### config.mk
export PLATFORM = sky130hd
export DESIGN_NAME = phys_reg_occupancy
export DESIGN_NICKNAME = d
export VERILOG_FILES = /design/src/rtl/occ_pkg.sv /design/src/rtl/occ_demand.sv /design/src/rtl/occ_file_ctr.sv /design/src/rtl/occ_stall_eval.sv /design/src/rtl/phys_reg_occupancy.sv
export SDC_FILE = /design/constraint.sdc
export NUM_CORES = 1
export LEC_CHECK = 0
export ABC_CLOCK_PERIOD_IN_PS = 7500
export BUFFER_PORTS_ARGS = -buffer_cell sky130_fd_sc_hd__clkbuf_2
export CAP_MARGIN = 30
export CORE_AREA = 3 3 127 129
export DETAILED_ROUTE_END_ITERATION = 16
export DIE_AREA = 0 0 130 132
export HOLD_SLACK_MARGIN = 0.06
export MAX_ROUTING_LAYER = met4
export PLACE_DENSITY = 0.89
export SYNTH_ARGS = -nofsm -noshare
export SYNTH_HDL_FRONTEND = slang
export SYNTH_SLANG_ARGS = --single-unit
### constraint.sdc
create_clock -name clk -period 7.5 [get_ports clk]
set_input_delay 0.75 -clock clk [delete_from_list [all_inputs] [get_ports clk]]
set_output_delay 0.75 -clock clk [all_outputs]
set_load 0.02 [all_outputs]
### src/rtl/occ_pkg.sv
package occ_pkg;
  // a destination always charges the aggregate file and its own file
  function automatic logic charges_file(input int file_idx, input int owner_idx);
    return (file_idx == 0) || (file_idx == owner_idx);
  endfunction
endpackage

### src/rtl/occ_demand.sv
module occ_demand #(
  parameter int NUM_FILES = 3,
  parameter int SLOTS     = 4,
  parameter int FIDX_W    = 2,
  parameter int COST_W    = 3,
  parameter int SUM_W     = 6
) (
  input  logic [SLOTS-1:0]           valid_i,
  input  logic [SLOTS-1:0]           skip_i,
  input  logic [SLOTS*FIDX_W-1:0]    owner_i,
  input  logic [SLOTS*COST_W-1:0]    cost_i,
  output logic [NUM_FILES*SUM_W-1:0] sum_o
);
  import occ_pkg::*;

  for (genvar f = 0; f < NUM_FILES; f++) begin : g_file
    logic [SUM_W-1:0] acc;
    always_comb begin
      acc = '0;
      for (int s = 0; s < SLOTS; s++) begin
        if (valid_i[s] && !skip_i[s] &&
            charges_file(f, int'(owner_i[s*FIDX_W +: FIDX_W])))
          acc = acc + SUM_W'(cost_i[s*COST_W +: COST_W]);
      end
    end
    assign sum_o[f*SUM_W +: SUM_W] = acc;
  end
endmodule

### src/rtl/occ_file_ctr.sv
module occ_file_ctr #(
  parameter int CNT_W = 6,
  parameter int SUM_W = 6
) (
  input  logic             clk,
  input  logic             rst,
  input  logic [SUM_W-1:0] add_i,
  input  logic [SUM_W-1:0] sub_i,
  output logic [CNT_W-1:0] used_o
);
  localparam int XW = ((CNT_W > SUM_W) ? CNT_W : SUM_W) + 2;
  localparam logic [XW-1:0] MAXV = XW'((1 << CNT_W) - 1);

  logic [XW-1:0]    grow, need, diff;
  logic [CNT_W-1:0] nxt;

  always_comb begin
    grow = XW'(used_o) + XW'(add_i);
    need = XW'(sub_i);
    diff = grow - need;
    if (need > grow)      nxt = '0;
    else if (diff > MAXV) nxt = MAXV[CNT_W-1:0];
    else                  nxt = diff[CNT_W-1:0];
  end

  always_ff @(posedge clk) begin
    if (rst) used_o <= '0;
    else     used_o <= nxt;
  end
endmodule

### src/rtl/occ_stall_eval.sv
module occ_stall_eval #(
  parameter int CNT_W = 6,
  parameter int SUM_W = 6
) (
  input  logic [CNT_W-1:0] cap_i,
  input  logic [CNT_W-1:0] used_i,
  input  logic [SUM_W-1:0] req_i,
  output logic             stall_o
);
  localparam int XW = ((CNT_W > SUM_W) ? CNT_W : SUM_W) + 2;

  logic [XW-1:0] capx, reqx, req_eff;

  always_comb begin
    capx    = XW'(cap_i);
    reqx    = XW'(req_i);
    req_eff = (reqx > capx) ? capx : reqx;
    stall_o = (cap_i != '0) && (req_i != '0) && (capx < XW'(used_i) + req_eff);
  end
endmodule

### src/rtl/phys_reg_occupancy.sv
module phys_reg_occupancy #(
  parameter int NUM_FILES = 3,
  parameter int SLOTS     = 4,
  parameter int COST_W    = 3,
  parameter int CNT_W     = 6,
  parameter int FIDX_W    = (NUM_FILES > 1) ? $clog2(NUM_FILES) : 1
) (
  input  logic                       clk,
  input  logic                       rst,
  input  logic [NUM_FILES*CNT_W-1:0] cap_i,
  input  logic [SLOTS-1:0]           q_valid,
  input  logic [SLOTS*FIDX_W-1:0]    q_owner,
  input  logic [SLOTS*COST_W-1:0]    q_cost,
  output logic [NUM_FILES-1:0]       q_stall,
  input  logic [SLOTS-1:0]           a_valid,
  input  logic [SLOTS-1:0]           a_skip,
  input  logic [SLOTS*FIDX_W-1:0]    a_owner,
  input  logic [SLOTS*COST_W-1:0]    a_cost,
  input  logic [SLOTS-1:0]           f_valid,
  input  logic [SLOTS-1:0]           f_skip,
  input  logic [SLOTS*FIDX_W-1:0]    f_owner,
  input  logic [SLOTS*COST_W-1:0]    f_cost,
  output logic [NUM_FILES*CNT_W-1:0] used_o
);
  localparam int SUM_W = COST_W + $clog2(SLOTS + 1);

  logic [NUM_FILES*SUM_W-1:0] q_sum, a_sum, f_sum;

  occ_demand #(.NUM_FILES(NUM_FILES), .SLOTS(SLOTS), .FIDX_W(FIDX_W),
               .COST_W(COST_W), .SUM_W(SUM_W)) u_qdem (
    .valid_i(q_valid), .skip_i('0), .owner_i(q_owner), .cost_i(q_cost), .sum_o(q_sum));

  occ_demand #(.NUM_FILES(NUM_FILES), .SLOTS(SLOTS), .FIDX_W(FIDX_W),
               .COST_W(COST_W), .SUM_W(SUM_W)) u_adem (
    .valid_i(a_valid), .skip_i(a_skip), .owner_i(a_owner), .cost_i(a_cost), .sum_o(a_sum));

  occ_demand #(.NUM_FILES(NUM_FILES), .SLOTS(SLOTS), .FIDX_W(FIDX_W),
               .COST_W(COST_W), .SUM_W(SUM_W)) u_fdem (
    .valid_i(f_valid), .skip_i(f_skip), .owner_i(f_owner), .cost_i(f_cost), .sum_o(f_sum));

  for (genvar f = 0; f < NUM_FILES; f++) begin : g_file
    occ_file_ctr #(.CNT_W(CNT_W), .SUM_W(SUM_W)) u_ctr (
      .clk(clk), .rst(rst),
      .add_i(a_sum[f*SUM_W +: SUM_W]),
      .sub_i(f_sum[f*SUM_W +: SUM_W]),
      .used_o(used_o[f*CNT_W +: CNT_W]));

    occ_stall_eval #(.CNT_W(CNT_W), .SUM_W(SUM_W)) u_eval (
      .cap_i(cap_i[f*CNT_W +: CNT_W]),
      .used_i(used_o[f*CNT_W +: CNT_W]),
      .req_i(q_sum[f*SUM_W +: SUM_W]),
      .stall_o(q_stall[f]));
  end
endmodule

==> results.md, run 1 <==
- Pins Over Slew Limit: 0
- # IOs: between 100 and 150
- P&R area growth vs syn: 25.6%
- Mean number of vias per cell: about 6
- Port Buffers: 120
- Slowest stage delay, CP: 0.51 ns
- CP max stage cell: fa_2
- Post-route clock period utilization: 105%
- Post-route DRC violation count: 0
- Outcome: finished with violations
- CP arrival: just over 7 ns
- Worst skew pair latency: 0.25 ns
- Lkg Pwr: 0.00530 uW
- Unrepaired setup endpoints after global routing: true
- Synthesis warning total: 0
- Flops & latches, synth: 18
- Post-place setup slack: -0.533 ns
- Pwr per Cell Area: about 170 nW/um^2
- Max Freq: between 100 and 150 MHz
- Detailed Routing Iterations Pass 1: 6
- # rows: 45
- CTS tree: done
- DIE HEIGHT: about 130 um
- Routed Wire Length: ~24 mm
- WP data required: approximately 6.8 ns
- Top cells by area, synth: ha_1, fa_1, mux2_2, a21oi_1, xnor2_1
- Worst setup EP type: output port
- Ys async rst share: 0%
- Final hold violations: 0
- Sequential share of the synthesized area: 4.36%
- Mapped Cells: between 900 and 1,000
- Endpoints failing setup: 3
- Final GP Congestion: approximately 1
- Post-synth top cells: ha_1, inv_1, a21oi_1, nor2_1, xnor2_1
- Antenna cells: 0
- Most used DFF post-synth: dfxtp_1
- # hold bufs at CTS: 0
- Design area: just over 10,000 um^2
- Worst-Margin Slew: 0.891 ns
- Die area: around 17,000 um^2
- Grt total ovfl: 0
- Biggest register: g_file.u_ctr.used_o
- Total number of vias: around 8,100
- Worst Setup Start Kind: input port
- Die X: between 100 and 150 um
- Max-slew headroom: 40.5%
- Final net count: between 1,000 and 1,500
- DP Cell Count: about 1,300
- Number of flops mapped to enable cells by yosys: 0
- Worst setup margin: -0.346 ns
- H-tree depth: 1
- Total GRT Usage: between 20% and 30%
- Failing checks: setup timing
- Post-synthesis instance area: approximately 8300 um^2
- Post-Syn Nets: around 1,300
- Max Root-Sink Buffers: 2
- Routed Antenna Nets: 0
- Non-filler cells, final: ~1,400
- Clock sinks: 18
- Layout cell share with drive strength beyond 1: roughly 33%
- Global-route wire length before repair: between 30 and 40 mm
- Starting Density: a little over half
- Avg Inst Size Synth: roughly 8.4 um^2
- Clock root cell: clkbuf_16
- Synth unique cells: 72
- Setup TNS: -0.588 ns
- Largest net degree at the start of global routing: 12
- Core area: 15,100 um^2
- Num CTS Buffers: 3
- Placed Area: around 9400 um^2
- Crit path top cell by count: fa_2
- Final Critical Period: a little under 8 ns
- Iteration-0 DRC count of the detailed router: 331
- Maximum vdd drop: approximately 0.00011 V
- Max Cap Viol: 0
- Reg clk slew, reported paths: ~0.050 ns
- Leading area contributor after synthesis: ha_1
- HP Class: in -> reg
- Antenna violations before repair: 0
- Final setup skew: about 0.0017 ns
- Yosys top cell area share: around a quarter
- Top-count cell post-synth: ha_1
- Routed wire per std cell: between 15 and 20 um
- DP Wirelength: around 18 mm
- Largest register FFs: 18
- Vias in the first global route: 8,402
- Worst-path maximum fanout: 6
- Critical path class: in -> out
- Biggest regs: g_file.u_ctr.used_o x18
## worst max-delay path: cells and delay by family
kind / cells / cell delay, ns
adder cells (fa/ha/maj): 8 / 2.86
multiplexers: 4 / 0.99
AND/OR/NAND/NOR: 3 / 0.49
buffers and inverters: 5 / 0.50
XOR/XNOR: 1 / 0.14
AO/OA/AOI/OAI: 10 / 1.36
## layout make-up
type	instances	area, um^2
Timing Repair Buffer	213	1350
Multi-Input combinational cell	843	7940
Clock buffer	3	75.1
Tap cell	188	235
Sequential cell	18	360
Inverter	112	423
Fill cell	1078	4770
## routing by layer
layer | vias up | track usage (%) | routed length (um) | share of wire, %
met5 | - | - | 0 | 0
met4 | 0 | 10.0 | 1320 | 5.5
met3 | 102 | 2.76 | 1060 | 4.4
met2 | 273 | 48.3 | 12300 | 52
met1 | 3843 | 28.9 | 9090 | 38
li1 | 3917 | - | - | -
## what timing repair did
action / CTS / global route
pin swaps: 55 / 67
endpoints found under the setup margin: 3 / 3
setup buffers: 25 / 14
resized for setup: 69 / 59
## final timing paths
kind / cells past startpoint / start / slack [ns] / end
max: 31 / q_owner[0] / -0.35 / q_stall[2]
max reg2reg: 11 / g_file[2].u_ctr.used_o[1] / 4.45 / g_file[2].u_ctr.used_o[4]
min reg2reg: 4 / g_file[0].u_ctr.used_o[0] / 0.89 / g_file[0].u_ctr.used_o[0]
min: 2 / rst / 0.77 / g_file[2].u_ctr.used_o[0]
## where the power goes
part | switching [uW] | internal (uW) | leakage [uW]
Clock | 34.1 | 70.1 | 0.0000370
Sequential | 48.4 | 135 | 0.000149
Combinational | 783 | 675 | 0.00512
Total | 865 | 879 | 0.00530
## placed cells by master (no fill, tap or decap), drive strengths merged, types with 3 or more instances in the layout
cell type and n:
nor3b 14, nand3 11, nor3 12, mux2i 28
dfxtp 18, xor2 31, ha 172, and2 4
or2 6, a311oi 4, clkbuf 116, nand3b 13
inv 112, nor2b 36, fa 36, o211ai 3
and3b 3, nor2 50, nand4 4, o211a 3
o21ai 47, o21a 13, a211o 4, nor4b 5
mux2 47, a21oi 100, buf 100, and4b 5
o21bai 13, o22ai 3, nand2 32, xnor2 49
nand2b 23, a211oi 6, a21o 41, nor4 5
## through the flow
| step | hold WS (ns) | total power, uW | utilization (%) |
|---|---|---|---|
| after global placement | 0.856 | 1420 | 62.4 |
| after global routing | 0.794 | 1920 | 68.5 |
| after detailed placement | 0.881 | 1490 | 62.4 |
| after floorplan | 0.822 | 1140 | - |
| final | 0.774 | 1740 | 68.5 |
| after CTS | 0.770 | 1660 | 66.2 |
## kinds of logic after synthesis
logic type                 synth area share [%]
AOI/OAI and AO/OA                          19.5
adders and majority gates                  34.8
DFF                                        4.36
buffers and inverters                      5.83
xor gates and xnor gates                   8.48
muxes                                      9.98
and+or+nand+nor                            17.1
(Power assumes the default switching activity.)
==> inputs of run 2 (changes only) <==
ABC_CLOCK_PERIOD_IN_PS = 7400   (was 7500)
CORE_AREA = 3 3 121 123   (was 3 3 127 129)
CTS_CLUSTER_DIAMETER = 80   (was not set)
DIE_AREA = 0 0 124 126   (was 0 0 130 132)
PLACE_DENSITY = 0.93   (was 0.89)
clock period = 7.4 ns   (was 7.5 ns; I/O delays follow)
==> run 2 against run 1 <==
  * The run still ends with setup timing left
  * Global-route usage rose by 6.6 points
  * Critical endpoint is now q_stall[0]
  * Count of clock-buffer cells in the layout unchanged
  * Critical path depth grew 4
  * Wire length grew 13%
  * Clock power grew 5%
  * Non-clock buffer count grew 23
  * Sequential cell count did not move
  * First-iteration DRC count grew 91%
  * Utilization increased by 8.3 points
==> results.md, run 2 (same netlist as run 1, synthesis figures left out) <==
- Failing checks: setup timing (unchanged)
- Grt total ovfl: 0 (unchanged)
- Reg2Reg Launch Point: g_file[2].u_ctr.used_o[0] (was g_file[2].u_ctr.used_o[1])
- Detailed Routing Iterations Pass 1: 7 (was 6)
- Largest net degree at the start of global routing: 12 (unchanged)
- Post-route clock period utilization: 107%
- Final setup skew: 0.00420 ns (was 0.00168 ns)
- Switching power share of the total: 50.5% (was 49.6%)
- Worst-path maximum fanout: 3 (was 6)
- Worst setup margin: -0.522 ns (was -0.346 ns)
- Worst R2R Path Depth: 13 (was 11)
- Setup TNS: -1.41 ns (was -0.588 ns)
- HP Class: in -> reg (unchanged)
- R2R setup slack: 4.16 ns (was 4.45 ns)
- Max-slew headroom: 55.9% (was 40.5%)
- Worst hold stages: 2 (unchanged)
- Reg clk slew, reported paths: 0.06 ns (was 0.05 ns)
- Routed wire per std cell: 19.2 um (was 17.3 um)
- CP max stage cell: a211oi_1 (was fa_2)
- Hold Path End: g_file[2].u_ctr.used_o[0] (unchanged)
- Most Used Layer, Global Route: met2 (unchanged)
- # hold bufs at CTS: 0 (unchanged)
- Routed Wire Length: 26.8 mm (was 23.8 mm)
- Most common cell after layout, fill and taps aside: ha_1 (unchanged)
- Endpoints failing setup: 3 (unchanged)
- Total number of vias: 8,606 (was 8,135)
- Mean number of vias per cell: 6.18 (was 5.91)
- Layout fillers: 849 (was 1,078)
- Final Critical Period: 7.92 ns
- Largest register FFs: 18 (unchanged)
- Clock root cell: clkbuf_16 (unchanged)
- Antenna violations before repair: 0 (unchanged)
- Seq pwr share: 10.4% (was 10.5%)
- Met1 usage: 34.1% (was 28.9%)
- Power Internal: 928 uW (was 879 uW)
- CTS tree: done (unchanged)
- Switching pwr: 948 uW (was 865 uW)
- GR Util met3: 4.85% (was 2.76%)
- Max Freq: roughly 130 MHz
- Biggest regs: g_file.u_ctr.used_o x18 (unchanged)
- Lkg Pwr: 0.00544 uW (was 0.00530 uW)
- P&R area growth vs syn: 28.1% (was 25.6%)
- Clock sinks: 18 (unchanged)
- Worst skew pair latency: 0.25 ns (about the same)
- CP arrival: 7.18 ns (was 7.10 ns)
- # IOs: 121 (unchanged)
- Outcome: finished with violations (unchanged)
- Post-route DRC violation count: 0 (unchanged)
- Die X: 124 um (was 130 um)
- Antenna cells: 0 (unchanged)
- Num CTS Buffers: 3 (unchanged)
- DP Wirelength: 19.2 mm (was 18.4 mm)
- Final net count: 1,522 (was 1,499)
- Final hold violations: 0 (unchanged)
- Pins Over Slew Limit: 0 (unchanged)
- Post-place setup slack: -0.633 ns (was -0.533 ns)
- Pwr per Cell Area: 177 nW/um^2 (was 168 nW/um^2)
- RR Endpoint: g_file[2].u_ctr.used_o[3] (was g_file[2].u_ctr.used_o[4])
- # rows: 43 (was 45)
- Starting Density: 60.0% (was 54.6%)
- Most frequent cells in the layout: ha_1, clkbuf_2, buf_4 (was ha_1, clkbuf_2, inv_1)
- Worst Setup Start Kind: input port (unchanged)
- Global-route wire length before repair: 41.2 mm (was 37.1 mm)
- Iteration-0 DRC count of the detailed router: 633 (was 331)
- Vias in the first global route: 9,045 (was 8,402)
- Final GP Congestion: 0.951 (was 1.01)
- Biggest register: g_file.u_ctr.used_o (unchanged)
- Layout cell share with drive strength beyond 1: 34.7% (was 33.3%)
- Startpoint of the worst hold path: rst (unchanged)
- Critical path class: in -> out (unchanged)
- Worst-Margin Slew: 0.660 ns (was 0.891 ns)
- Slowest stage delay, CP: 0.38 ns (was 0.51 ns)
- Total GRT Usage: 33.0% (was 26.4%)
- Clock share of power: 5.8% (was 6.0%)
- Combinational share of power: 83.8% (was 83.5%)
- Routed Antenna Nets: 0 (unchanged)
- Worst setup EP type: output port (unchanged)
- DIE HEIGHT: 126 um (was 132 um)
- Max Root-Sink Buffers: 2 (unchanged)
- Die area: 15,600 um^2 (was 17,200 um^2)
- Grt met2 use: 60.3% (was 48.3%)
- Maximum vdd drop: 0.000311 V (was 0.000112 V)
- Core area: 13,800 um^2 (was 15,100 um^2)
- WP data required: 6.66 ns (was 6.75 ns)
- Unrepaired setup endpoints after global routing: true (unchanged)
- Port Buffers: 120 (unchanged)
- Max Cap Viol: 0 (unchanged)
- H-tree depth: 1 (unchanged)
run 2: cell types whose count changed in the layout (fill, tap and decap cells not counted), sizes merged:
cell	previous run	this run
buf	100	121
clkbuf	116	118
run 2: timing repair:
action                     4_1_cts  5_1_grt
gates resized for setup         84       50
setup buffers                   34       13
hold endpoints to repair         0        0
pin swaps                       67       57
setup endpoints to repair        3        3
run 2: power by group through the flow:
stage          logic, uW  clock network (uW)  registers (uW)
6_report            1570                 109             195
5_1_grt             1730                 113             201
4_1_cts             1450                 110             195
3_5_place_dp        1340                   0             195
3_3_place_gp        1270                   0             194
2_1_floorplan        944                   0             210
run 2: critical path, delay by kind of cell:
family	cells	cell delay (ns)
xor+xnor	3	0.47
fa+ha+maj	8	2.18
simple gates	3	0.43
mux	3	0.52
buf+inv	7	0.82
compound gates	11	1.99
run 2: how the worst max path moves through the flow:
stage	from	end	slack [ns]	cells after the start
6_report	q_cost[0]	q_stall[0]	-0.52	35
5_1_grt	q_cost[0]	q_stall[0]	-0.78	37
3_3_place_gp	q_owner[0]	q_stall[2]	-0.37	32
3_5_place_dp	q_owner[1]	q_stall[1]	-0.63	33
4_1_cts	q_owner[1]	q_stall[1]	-0.34	32
2_1_floorplan	q_valid[0]	q_stall[1]	-0.02	32
run 2: final cells by class:
class	count	area, um^2	share of cell area [%]
inverters	112	423	3.99
repair buffers	236	1540	14.5
multi-input cells	843	7970	75.2
well taps	180	225	2.13
flip-flops and latches	18	360	3.40
clock buffers	3	75.1	0.709
run 2: metal layers:
metal  wire, um  up-vias  share of wire [%]
li1           -     3980                  -
met1       9600     4028                 36
met2      13700      420                 51
met3       1670      178                6.2
met4       1860        0                6.9
met5          0        -                  0
run 2: through the flow:
stage	hold WS [ns]	util (%)	std cells	area [um^2]	power, uW
2_1_floorplan	0.812	-	982	8280	1150
3_3_place_gp	0.896	69.4	1342	9560	1460
3_5_place_dp	0.899	69.4	1342	9560	1540
4_1_cts	0.737	74.2	1379	10200	1750
5_1_grt	0.746	76.9	1392	10600	2040
6_report	0.745	76.9	1392	10600	1880
==> inputs of run 3 (changes only) <==
ABC_CLOCK_PERIOD_IN_PS = 8260   (was 7400)
clock period = 8.26 ns   (was 7.4 ns; I/O delays follow)
==> run 3 against run 2 <==
  * First-iteration DRC count is 26% lower
  * Clock power is essentially flat
  * Sequential cell count unchanged
  * Sequential power decreased by 12%
  * Sequential share of layout area increased by 0.37 points
  * Combinational power decreased by 20%
  * The flow now finishes without violations
==> results.md, run 3 (same netlist as run 1, synthesis figures left out) <==
- CTS tree: done (unchanged)
- Num CTS Buffers: 3 (unchanged)
- Antenna cells: 0 (unchanged)
- Most frequent cells in the layout: ha_1, clkbuf_2, inv_1 (was ha_1, clkbuf_2, buf_4)
- DIE HEIGHT: 126 um (unchanged)
- Unrepaired setup endpoints after global routing: true (unchanged)
- Max Freq: 124 MHz
- Clock sinks: 18 (unchanged)
- # rows: 43 (unchanged)
- Die area: 15,600 um^2 (unchanged)
- CP max stage cell: fa_1 (was a211oi_1)
- DP Wirelength: 18.4 mm (was 19.2 mm)
- HP Class: in -> reg (unchanged)
- CP endpoint: q_stall[0] (unchanged)
- Biggest register: g_file.u_ctr.used_o (unchanged)
- Routed Wire Length: 22.1 mm (was 26.8 mm)
- Worst Setup Start Kind: input port (unchanged)
- Detailed Routing Iterations Pass 1: 6 (was 7)
- Mean number of vias per cell: 6.07 (was 6.18)
- Final net count: 1,426 (was 1,522)
- Max Root-Sink Buffers: 2 (unchanged)
- Core area: 13,800 um^2 (unchanged)
- Critical Path Source: q_valid[0] (was q_cost[0])
- Pwr per Cell Area: 161 nW/um^2 (was 177 nW/um^2)
- Worst R2R Path Depth: 13 (unchanged)
- Slowest stage delay, CP: 0.50 ns (was 0.38 ns)
- Biggest regs: g_file.u_ctr.used_o x18 (unchanged)
- Final GP Congestion: 0.989 (was 0.951)
- Critical path class: in -> out (unchanged)
- Worst-Margin Slew: 0.846 ns (was 0.660 ns)
- Crit path top cell by count: ha_1
- Vias in the first global route: 7,995 (was 9,045)
- WP data required: 7.43 ns (was 6.66 ns)
- Reg clk slew, reported paths: 0.05 ns (was 0.06 ns)
- CP bufs+invs: 4 (was 7)
- # IOs: 121 (unchanged)
- Outcome: completed (was finished with violations)
- Layout cell share with drive strength beyond 1: 25.5% (was 34.7%)
- Max Cap Viol: 0 (unchanged)
- Routed wire per std cell: 17.0 um (was 19.2 um)
- CP arrival: 7.23 ns (was 7.18 ns)
- Worst setup EP type: output port (unchanged)
- Worst-path maximum fanout: 10 (was 3)
- Grt total ovfl: 0 (unchanged)
- RR Endpoint: g_file[2].u_ctr.used_o[3] (unchanged)
- H-tree depth: 1 (unchanged)
- Setup TNS: 0 ns (was -1.41 ns)
- Largest register FFs: 18 (unchanged)
- Startpoint of the worst hold path: rst (unchanged)
- Reg2Reg Launch Point: g_file[2].u_ctr.used_o[0] (unchanged)
- Starting Density: 60.0% (unchanged)
- Iteration-0 DRC count of the detailed router: 469 (was 633)
- Total power: 1530 uW (was 1880 uW)
- Max-slew headroom: 43.5% (was 55.9%)
- Maximum vdd drop: 0.000185 V (was 0.000311 V)
- Post-route clock period utilization: a little over nine tenths
- Worst skew pair latency: 0.25 ns (about the same)
- Final setup skew: 0.00151 ns (was 0.00420 ns)
- Die X: 124 um (unchanged)
- Pins Over Slew Limit: 0 (unchanged)
- WP depth: 34 (was 35)
- R2R setup slack: 5.15 ns (was 4.16 ns)
- Clock root cell: clkbuf_16 (unchanged)
- Final hold violations: 0 (unchanged)
- CP delay by family, top: adder cells (unchanged)
- Global-route wire length before repair: 35.1 mm (was 41.2 mm)
- # hold bufs at CTS: 0 (unchanged)
- Endpoints failing setup: 0 (was 3)
- Most common cell after layout, fill and taps aside: ha_1 (unchanged)
- Total GRT Usage: 27.6% (was 33.0%)
- Largest net degree at the start of global routing: 12 (unchanged)
- Post-route DRC violation count: 0 (unchanged)
- Antenna violations before repair: 0 (unchanged)
- Lkg Pwr: 0.00494 uW (was 0.00544 uW)
- Total number of vias: 7,868 (was 8,606)
- Routed Antenna Nets: 0 (unchanged)
- P&R area growth vs syn: 15.4% (was 28.1%)
- Port Buffers: 120 (unchanged)
- Final Critical Period: 8.05 ns
-- run 3: how the worst min path moves through the flow --
stage / endpoint / slack (ns) / cells after the start
finish: g_file[2].u_ctr.used_o[0] / 0.83 / 2
global route: g_file[2].u_ctr.used_o[0] / 0.83 / 2
CTS: g_file[2].u_ctr.used_o[0] / 0.83 / 2
detailed placement: g_file[1].u_ctr.used_o[0] / 0.87 / 4
global placement: g_file[1].u_ctr.used_o[0] / 0.85 / 4
floorplan: g_file[2].u_ctr.used_o[0] / 0.90 / 1
-- run 3: metal layers --
| metal | routed length [um] | global-route usage (%) |
|---|---|---|
| met2 | 11500 | 50.5 |
| met5 | 0 | - |
| met4 | 829 | 9.47 |
| met3 | 1320 | 3.37 |
| met1 | 8400 | 30.5 |
-- run 3: layout make-up --
| type | count | area (um^2) |
|---|---|---|
| fillers | 1015 | 4240 |
| inverters | 112 | 420 |
| well taps | 180 | 225 |
| clock buffers | 4 | 88.8 |
| repair buffers | 140 | 753 |
| multi-input cells | 843 | 7690 |
| flip-flops and latches | 18 | 360 |
-- run 3: power breakdown --
part           leakage, uW  switching (uW)  internal, uW
clock            0.0000442            35.1          73.8
sequential        0.000149            50.1           122
combinational      0.00474             702           551
total              0.00494             787           747
-- run 3: metrics by stage --
stage | instances | util (%) | setup WS, ns | hold slack [ns] | instance area (um^2)
4_1_cts | 1282 | 66.5 | 0.00387 | 0.826 | 9170
3_3_place_gp | 1278 | 65.8 | 0.174 | 0.853 | 9070
3_5_place_dp | 1278 | 65.8 | -0.180 | 0.871 | 9070
6_report | 1297 | 69.2 | 0.205 | 0.832 | 9540
2_1_floorplan | 982 | - | 0.576 | 0.898 | 8260
5_1_grt | 1297 | 69.2 | -0.175 | 0.831 | 9540
-- run 3: timing repair --
item                       in CTS  in global routing
setup endpoints to repair       2                  3
buffers inserted                0                 15
pin swaps                       0                 19
resized for setup               3                 57
